--- src/rtl/acr_pkg.sv ---
package acr_pkg;
  localparam int DATA_W        = 32;
  localparam int STRB_W        = DATA_W / 8;
  localparam int N_ARGS        = 5;
  localparam int ARG_BASE_WORD = 4;
  localparam int ARG_STEP      = 2;
  localparam int WORD_CTRL     = 0;
  localparam int WORD_GIE      = 1;
  localparam int WORD_IER      = 2;
  localparam int WORD_ISR      = 3;
  localparam int BIT_START     = 0;
  localparam int BIT_DONE      = 1;
  localparam int BIT_IDLE      = 2;
  localparam int BIT_READY     = 3;
  localparam int BIT_AUTO      = 7;
  localparam int N_EVT         = 2;
  localparam int EVT_DONE      = 0;
  localparam int EVT_READY     = 1;
  localparam logic [1:0] RESP_OKAY = 2'b00;
  typedef logic [DATA_W-1:0] word_t;
  typedef logic [N_EVT-1:0]  evt_t;
endpackage

--- src/rtl/acr_axil_wr.sv ---
module acr_axil_wr
  import acr_pkg::*;
#(
  parameter int ADDR_W = 6
) (
  input  logic              clk,
  input  logic              rst,
  input  logic [ADDR_W-1:0] awaddr,
  input  logic              awvalid,
  output logic              awready,
  input  word_t             wdata,
  input  logic [STRB_W-1:0] wstrb,
  input  logic              wvalid,
  output logic              wready,
  output logic [1:0]        bresp,
  output logic              bvalid,
  input  logic              bready,
  output logic              commit,
  output logic [ADDR_W-1:0] commit_addr,
  output word_t             commit_data,
  output logic [STRB_W-1:0] commit_strb
);
  logic aw_held, w_held, bvalid_q;

  assign awready = !aw_held && !bvalid_q;
  assign wready  = !w_held && !bvalid_q;
  assign commit  = aw_held && w_held;
  assign bvalid  = bvalid_q;
  assign bresp   = RESP_OKAY;

  always_ff @(posedge clk) begin
    if (rst) begin
      aw_held     <= 1'b0;
      w_held      <= 1'b0;
      bvalid_q    <= 1'b0;
      commit_addr <= '0;
      commit_data <= '0;
      commit_strb <= '0;
    end else begin
      if (awvalid && awready) begin
        aw_held     <= 1'b1;
        commit_addr <= awaddr;
      end
      if (wvalid && wready) begin
        w_held      <= 1'b1;
        commit_data <= wdata;
        commit_strb <= wstrb;
      end
      if (commit) begin
        aw_held  <= 1'b0;
        w_held   <= 1'b0;
        bvalid_q <= 1'b1;
      end else if (bvalid_q && bready) begin
        bvalid_q <= 1'b0;
      end
    end
  end
endmodule

--- src/rtl/acr_axil_rd.sv ---
module acr_axil_rd
  import acr_pkg::*;
(
  input  logic       clk,
  input  logic       rst,
  input  logic       arvalid,
  output logic       arready,
  output word_t      rdata,
  output logic [1:0] rresp,
  output logic       rvalid,
  input  logic       rready,
  input  word_t      rd_value,
  output logic       rd_fire
);
  logic rvalid_q;

  assign arready = !rvalid_q;
  assign rd_fire = arvalid && !rvalid_q;
  assign rvalid  = rvalid_q;
  assign rresp   = RESP_OKAY;

  always_ff @(posedge clk) begin
    if (rst) begin
      rvalid_q <= 1'b0;
      rdata    <= '0;
    end else if (rd_fire) begin
      rvalid_q <= 1'b1;
      rdata    <= rd_value;
    end else if (rvalid_q && rready) begin
      rvalid_q <= 1'b0;
    end
  end
endmodule

--- src/rtl/acr_ctrl.sv ---
module acr_ctrl
  import acr_pkg::*;
#(
  parameter int WORD_W = 4
) (
  input  logic              clk,
  input  logic              rst,
  input  logic              wr_en,
  input  logic [WORD_W-1:0] wr_word,
  input  logic [7:0]        wr_byte,
  input  logic              wr_lane0,
  input  logic              rd_ctrl,
  input  logic              core_done,
  input  logic              core_ready,
  output logic              core_start,
  output logic              auto_on,
  output logic              done_bit,
  output logic              gie_on,
  output evt_t              ier_bits,
  output evt_t              isr_bits,
  output logic              irq,
  output logic              start_set
);
  localparam logic [WORD_W-1:0] W_CTRL = WORD_W'(WORD_CTRL);
  localparam logic [WORD_W-1:0] W_GIE  = WORD_W'(WORD_GIE);
  localparam logic [WORD_W-1:0] W_IER  = WORD_W'(WORD_IER);
  localparam logic [WORD_W-1:0] W_ISR  = WORD_W'(WORD_ISR);

  logic byte_wr, ctrl_wr, gie_wr, ier_wr, isr_wr, handshake;
  logic done_prev, ready_prev;
  evt_t events, toggles;

  assign byte_wr   = wr_en && wr_lane0;
  assign ctrl_wr   = byte_wr && (wr_word == W_CTRL);
  assign gie_wr    = byte_wr && (wr_word == W_GIE);
  assign ier_wr    = byte_wr && (wr_word == W_IER);
  assign isr_wr    = byte_wr && (wr_word == W_ISR);
  assign start_set = ctrl_wr && wr_byte[BIT_START];
  assign handshake = core_start && core_ready;

  always_comb begin
    events            = '0;
    events[EVT_DONE]  = core_done && !done_prev;
    events[EVT_READY] = core_ready && !ready_prev;
    toggles           = isr_wr ? wr_byte[N_EVT-1:0] : '0;
  end

  always_ff @(posedge clk) begin
    if (rst) begin
      core_start <= 1'b0;
      auto_on    <= 1'b0;
      done_bit   <= 1'b0;
      gie_on     <= 1'b0;
      ier_bits   <= '0;
      isr_bits   <= '0;
      irq        <= 1'b0;
      done_prev  <= 1'b0;
      ready_prev <= 1'b0;
    end else begin
      done_prev  <= core_done;
      ready_prev <= core_ready;
      core_start <= start_set || (core_start && !(handshake && !auto_on));
      if (ctrl_wr) auto_on <= wr_byte[BIT_AUTO];
      done_bit   <= core_done || (done_bit && !rd_ctrl);
      if (gie_wr) gie_on <= wr_byte[0];
      if (ier_wr) ier_bits <= wr_byte[N_EVT-1:0];
      isr_bits   <= (isr_bits ^ toggles) | events;
      irq        <= gie_on && |(isr_bits & ier_bits);
    end
  end
endmodule

--- src/rtl/acr_args.sv ---
module acr_args
  import acr_pkg::*;
#(
  parameter int WORD_W = 4
) (
  input  logic                         clk,
  input  logic                         rst,
  input  logic                         wr_en,
  input  logic [WORD_W-1:0]            wr_word,
  input  word_t                        wr_data,
  input  logic [STRB_W-1:0]            wr_strb,
  output logic [N_ARGS-1:0][DATA_W-1:0] args
);
  for (genvar i = 0; i < N_ARGS; i++) begin : g_arg
    localparam logic [WORD_W-1:0] MY_WORD = WORD_W'(ARG_BASE_WORD + ARG_STEP * i);
    logic hit;
    assign hit = wr_en && (wr_word == MY_WORD);
    for (genvar b = 0; b < STRB_W; b++) begin : g_byte
      always_ff @(posedge clk) begin
        if (rst)
          args[i][8*b +: 8] <= '0;
        else if (hit && wr_strb[b])
          args[i][8*b +: 8] <= wr_data[8*b +: 8];
      end
    end
  end
endmodule

--- src/rtl/acc_ctrl_regs.sv ---
module acc_ctrl_regs
  import acr_pkg::*;
#(
  parameter int ADDR_W = 6
) (
  input  logic              clk,
  input  logic              rst,
  input  logic [ADDR_W-1:0] s_awaddr,
  input  logic              s_awvalid,
  output logic              s_awready,
  input  logic [31:0]       s_wdata,
  input  logic [3:0]        s_wstrb,
  input  logic              s_wvalid,
  output logic              s_wready,
  output logic [1:0]        s_bresp,
  output logic              s_bvalid,
  input  logic              s_bready,
  input  logic [ADDR_W-1:0] s_araddr,
  input  logic              s_arvalid,
  output logic              s_arready,
  output logic [31:0]       s_rdata,
  output logic [1:0]        s_rresp,
  output logic              s_rvalid,
  input  logic              s_rready,
  output logic              core_start,
  input  logic              core_done,
  input  logic              core_idle,
  input  logic              core_ready,
  output logic [31:0]       arg_src1,
  output logic [31:0]       arg_src2,
  output logic [31:0]       arg_dst,
  output logic [31:0]       arg_height,
  output logic [31:0]       arg_width,
  output logic              irq
);
  localparam int WORD_W = ADDR_W - 2;
  localparam logic [WORD_W-1:0] W_CTRL = WORD_W'(WORD_CTRL);
  localparam logic [WORD_W-1:0] W_GIE  = WORD_W'(WORD_GIE);
  localparam logic [WORD_W-1:0] W_IER  = WORD_W'(WORD_IER);
  localparam logic [WORD_W-1:0] W_ISR  = WORD_W'(WORD_ISR);

  logic              commit, wr_ok, rd_fire, rd_ok, rd_ctrl;
  logic [ADDR_W-1:0] commit_addr;
  word_t             commit_data, rd_value;
  logic [STRB_W-1:0] commit_strb;
  logic [WORD_W-1:0] wr_word, rd_word;
  logic              auto_on, done_bit, gie_on, start_set;
  evt_t              ier_bits, isr_bits;
  logic [N_ARGS-1:0][DATA_W-1:0] args;

  acr_axil_wr #(.ADDR_W(ADDR_W)) u_wr (
    .clk(clk), .rst(rst),
    .awaddr(s_awaddr), .awvalid(s_awvalid), .awready(s_awready),
    .wdata(s_wdata), .wstrb(s_wstrb), .wvalid(s_wvalid), .wready(s_wready),
    .bresp(s_bresp), .bvalid(s_bvalid), .bready(s_bready),
    .commit(commit), .commit_addr(commit_addr),
    .commit_data(commit_data), .commit_strb(commit_strb)
  );

  acr_axil_rd u_rd (
    .clk(clk), .rst(rst),
    .arvalid(s_arvalid), .arready(s_arready),
    .rdata(s_rdata), .rresp(s_rresp), .rvalid(s_rvalid), .rready(s_rready),
    .rd_value(rd_value), .rd_fire(rd_fire)
  );

  assign wr_word = commit_addr[ADDR_W-1:2];
  assign wr_ok   = commit && (commit_addr[1:0] == 2'b00);
  assign rd_word = s_araddr[ADDR_W-1:2];
  assign rd_ok   = s_araddr[1:0] == 2'b00;
  assign rd_ctrl = rd_fire && rd_ok && (rd_word == W_CTRL);

  acr_ctrl #(.WORD_W(WORD_W)) u_ctrl (
    .clk(clk), .rst(rst),
    .wr_en(wr_ok), .wr_word(wr_word), .wr_byte(commit_data[7:0]),
    .wr_lane0(commit_strb[0]), .rd_ctrl(rd_ctrl),
    .core_done(core_done), .core_ready(core_ready),
    .core_start(core_start), .auto_on(auto_on), .done_bit(done_bit),
    .gie_on(gie_on), .ier_bits(ier_bits), .isr_bits(isr_bits),
    .irq(irq), .start_set(start_set)
  );

  acr_args #(.WORD_W(WORD_W)) u_args (
    .clk(clk), .rst(rst),
    .wr_en(wr_ok), .wr_word(wr_word),
    .wr_data(commit_data), .wr_strb(commit_strb),
    .args(args)
  );

  assign arg_src1   = args[0];
  assign arg_src2   = args[1];
  assign arg_dst    = args[2];
  assign arg_height = args[3];
  assign arg_width  = args[4];

  always_comb begin
    rd_value = '0;
    if (rd_ok) begin
      if (rd_word == W_CTRL) begin
        rd_value[BIT_START] = core_start;
        rd_value[BIT_DONE]  = done_bit;
        rd_value[BIT_IDLE]  = core_idle;
        rd_value[BIT_READY] = core_ready;
        rd_value[BIT_AUTO]  = auto_on;
      end
      if (rd_word == W_GIE) rd_value[0] = gie_on;
      if (rd_word == W_IER) rd_value[N_EVT-1:0] = ier_bits;
      if (rd_word == W_ISR) rd_value[N_EVT-1:0] = isr_bits;
      for (int i = 0; i < N_ARGS; i++) begin
        if (rd_word == WORD_W'(ARG_BASE_WORD + ARG_STEP * i)) rd_value = args[i];
      end
    end
  end
endmodule

--- config.mk ---
export PLATFORM = sky130hd
export DESIGN_NAME = acc_ctrl_regs
export DESIGN_NICKNAME = d
export VERILOG_FILES = /design/src/rtl/acr_pkg.sv /design/src/rtl/acr_axil_wr.sv /design/src/rtl/acr_axil_rd.sv /design/src/rtl/acr_ctrl.sv /design/src/rtl/acr_args.sv /design/src/rtl/acc_ctrl_regs.sv
export SDC_FILE = /design/constraint.sdc
export NUM_CORES = 1
export LEC_CHECK = 0
export BUFFER_PORTS_ARGS = -buffer_cell sky130_fd_sc_hd__buf_2
export CAP_MARGIN = 5
export CORE_ASPECT_RATIO = 0.9
export CORE_UTILIZATION = 30
export DETAILED_ROUTE_END_ITERATION = 10
export PLACE_DENSITY_LB_ADDON = 0.2
export SYNTH_ARGS = -nofsm -noshare
export SYNTH_HDL_FRONTEND = slang
export SYNTH_SLANG_ARGS = --single-unit
--- constraint.sdc ---
create_clock -name clk -period 1.53 [get_ports clk]
set_input_delay 0.306 -clock clk [delete_from_list [all_inputs] [get_ports clk]]
set_output_delay 0.306 -clock clk [all_outputs]
set_load 0.05 [all_outputs]
==> metrics.yaml <==
path_max_fanout: 5
tns_ns: -4.75
fmax_ghz: 0.615
hp-start: "s_awaddr[2]"
drv_slew: 0
post_drt_wl_per_cell_um: 19.3
synth_seq_cells: 249
syn_area_um2: 10600
clk_pin_slew_ns: 0.06
remaining_drc_errors: 0
drive_above_1_share_pct: 32.6
grt-ovfl-total: 0
end_kind: "flop"
rows: 64
status: "complete, but fails checks"
skew_ns: 0.0163
start_kind: "flop"
fin_util_pct: 44.5
hold_viol: 0
htree_levels: 1
insertion_delay_ns: 0.55
wl_met2_mm: 17.5
dieWidth_um: 200
grt_max_degree: 52
fp.dieH_um: 180
wl_mm: 38.6
whs_path_depth: 3
grt.total_usage_pct: 21.1
power.leakage_nw: 7.04
ys_seq_area_share_pct: 47.1
final.min_clock_period_ns: 1.62
hp-class: "primary input to flop"
first_pass_iters: 5
crit_chain: "or4b_4 > nor3_4 > buf_8 > clkbuf_16 > o21ai_2 > o21ai_1"
tritoncts: "yes"
dieArea_um2: 36100
max_slew_margin_pct: 63.9
required_ns: 2.02
reg2reg_to: "u_rd.rdata[9]"
nNetsFinal: 1571
synthTopCellsByCount: "249 x dfxtp_1, 175 x nand2_1, 150 x nor2_1"
cts_buffer_depth: 3
antenna_found_initial: 1
yosysTopAreaCell: "dfxtp_1"
grt_first_pass_wirelength_mm: 58.1
ys.warnings.count: 0
synth_cells: 1177
yosysMostFrequentCell: "dfxtp_1"
worst_slack_ns: -0.0948
fp.coreArea_um2: 34400
grt_pass1_vias: 9469
wl_met3_mm: 2.65
vias_per_cell: 4.88
cts-root-buf: "clkbuf_16"
worst_pin_slew_ns: 0.541
peakVddDrop_mv: 0.728
synthTopCellsByArea: "dfxtp_1 47%, mux2i_1 13%, nand2_1 6.2%"
r2r_start: "u_rd.rvalid"
gp_congestion: 0.796
post-synth-top-area-fraction_pct: 47.1
routed.top_layer: "met4"
ys_types: 55
synth_edf_count: 0
initial_core_util_pct: 30.8
syn_area_per_cell_um2: 9.00
vias: 9755
total_power_mw: 15.3
synth_ff_type: "dfxtp_1"
slowest_stage: "or4b_4"
setup_viol: 126
crit_arrival_ns: 2.11
met1_length_mm: 17.8
slowest_delay_ns: 0.51
crit_type: "flop to flop"
r2r_cells: 6
dpl.hpwl_mm: 26.2
rsz0062_at_grt: "yes"
syn_to_final_growth_pct: 44.3
cts_inserted_buffers: 28
drt-initial-drc-count: 480
io_buffers: 256
clock_sink_count: 249
drv_cap: 0
io_pins: 261
final_antenna_net_count: 0
post-route-period-util_pct: 106
r2r_slack_ns: -0.09
violations: "setup timing"
async_reset_ff_share_pct: 0
power_density_nw_per_um2: 1000
hold_end: "u_wr.commit_addr[2]"
==> kinds of logic after synthesis <==
| family | share of synthesized area [%] |
|---|---|
| compound gates | 14.8 |
| other cells | 0.0354 |
| xor+xnor | 0.165 |
| buf+inv | 4.35 |
| simple gates | 19.8 |
| mux | 13.8 |
| flops | 47.1 |
==> power breakdown <==
part / internal, mW / switching, mW
logic: 0.602 / 0.802
clock network: 4.36 / 2.78
registers: 6.58 / 0.154
total: 11.5 / 3.74
==> flip-flops by register name, summed over array words and instances (netlist names) <==
signal and flops:
u_wr.commit_strb 4, u_ctrl.done_prev 1, u_wr.aw_held 1, u_ctrl.irq 1, u_ctrl.core_start 1, u_args.args 160
u_wr.commit_data 32, u_ctrl.done_bit 1, u_ctrl.ready_prev 1, u_ctrl.gie_on 1, u_rd.rvalid 1, u_rd.rdata 32
u_wr.w_held 1, u_wr.bvalid 1, u_ctrl.isr_bits 2, u_ctrl.ier_bits 2, u_ctrl.auto_on 1, u_wr.commit_addr 6
==> layout by cell type (no fill, tap or decap), types with 4 or more instances in the layout <==
cell / instances
a21oi_1: 118
a21oi_2: 9
a22o_1: 27
and3_4: 5
buf_12: 25
buf_2: 122
buf_4: 132
buf_6: 28
buf_8: 6
clkbuf_1: 4
clkbuf_16: 30
clkbuf_4: 39
clkbuf_8: 12
clkinv_2: 5
conb_1: 4
dfxtp_1: 238
dfxtp_2: 7
dfxtp_4: 4
dlygate4sd3_1: 39
mux2_2: 4
mux2i_1: 141
nand2_1: 161
nand2_2: 14
nand2b_1: 31
nand3_4: 11
nand4_4: 6
nor2_1: 148
nor2b_1: 4
o21ai_0: 6
o21ai_1: 51
o21ai_2: 10
o31ai_1: 27
==> layer usage <==
metal  vias up  global-route usage [%]
met5         -                       0
met4         0                    4.12
met3        39                    3.65
met2       308                    34.0
met1      4660                    29.4
li1       4748                       -
==> worst max-delay path, delay by kind of cell (launching register included) <==
kind / cells / cell delay [ns]
and+or+nand+nor: 2 / 0.68
DFF: 1 / 0.34
buffers and inverters: 2 / 0.37
AOI/OAI and AO/OA: 2 / 0.16
==> final cells by class <==
cell class | instances | area (um2)
Antenna cell | 1 | 2.50
Clock buffer | 45 | 906
Clock inverter | 7 | 85.1
Fill cell | 3399 | 19100
Inverter | 5 | 22.5
Multi-Input combinational cell | 834 | 5380
Sequential cell | 249 | 5010
Tap cell | 462 | 578
Timing Repair Buffer | 395 | 3300
==> repair_timing <==
action,in CTS,in global routing
gates cloned,4,1
pin swaps,44,41
hold buffers,39,0
endpoints found under the setup margin,254,249
setup buffers,10,0
gates resized for setup,145,98
hold endpoints to repair,39,0
==> stage by stage <==
| step | hold slack, ns | setup WS (ns) | std cells | instance area, um2 |
|---|---|---|---|---|
| after global placement | 0.433 | -0.221 | 1897 | 13100 |
| after floorplan | 0.395 | -0.0821 | 1180 | 10600 |
| after CTS | 0.00824 | -0.137 | 1998 | 15000 |
| after detailed placement | 0.437 | -0.246 | 1897 | 13100 |
| after global routing | 0.0292 | -0.160 | 1998 | 15300 |
| final | 0.0314 | -0.0948 | 1998 | 15300 |
==> worst max-delay path by stage <==
stage	startpoint	end	slack [ns]	depth (start not counted)
after global routing	u_rd.rvalid	u_rd.rdata[31]	-0.16	6
final	u_rd.rvalid	u_rd.rdata[9]	-0.09	6
after global placement	s_araddr[1]	u_rd.rdata[27]	-0.22	6
after CTS	u_rd.rvalid	u_rd.rdata[11]	-0.14	6
after floorplan	u_wr.bvalid	u_wr.commit_data[16]	-0.08	6
after detailed placement	s_araddr[1]	u_rd.rdata[28]	-0.25	6
No activity file was read; power rests on OpenSTA's default activity.
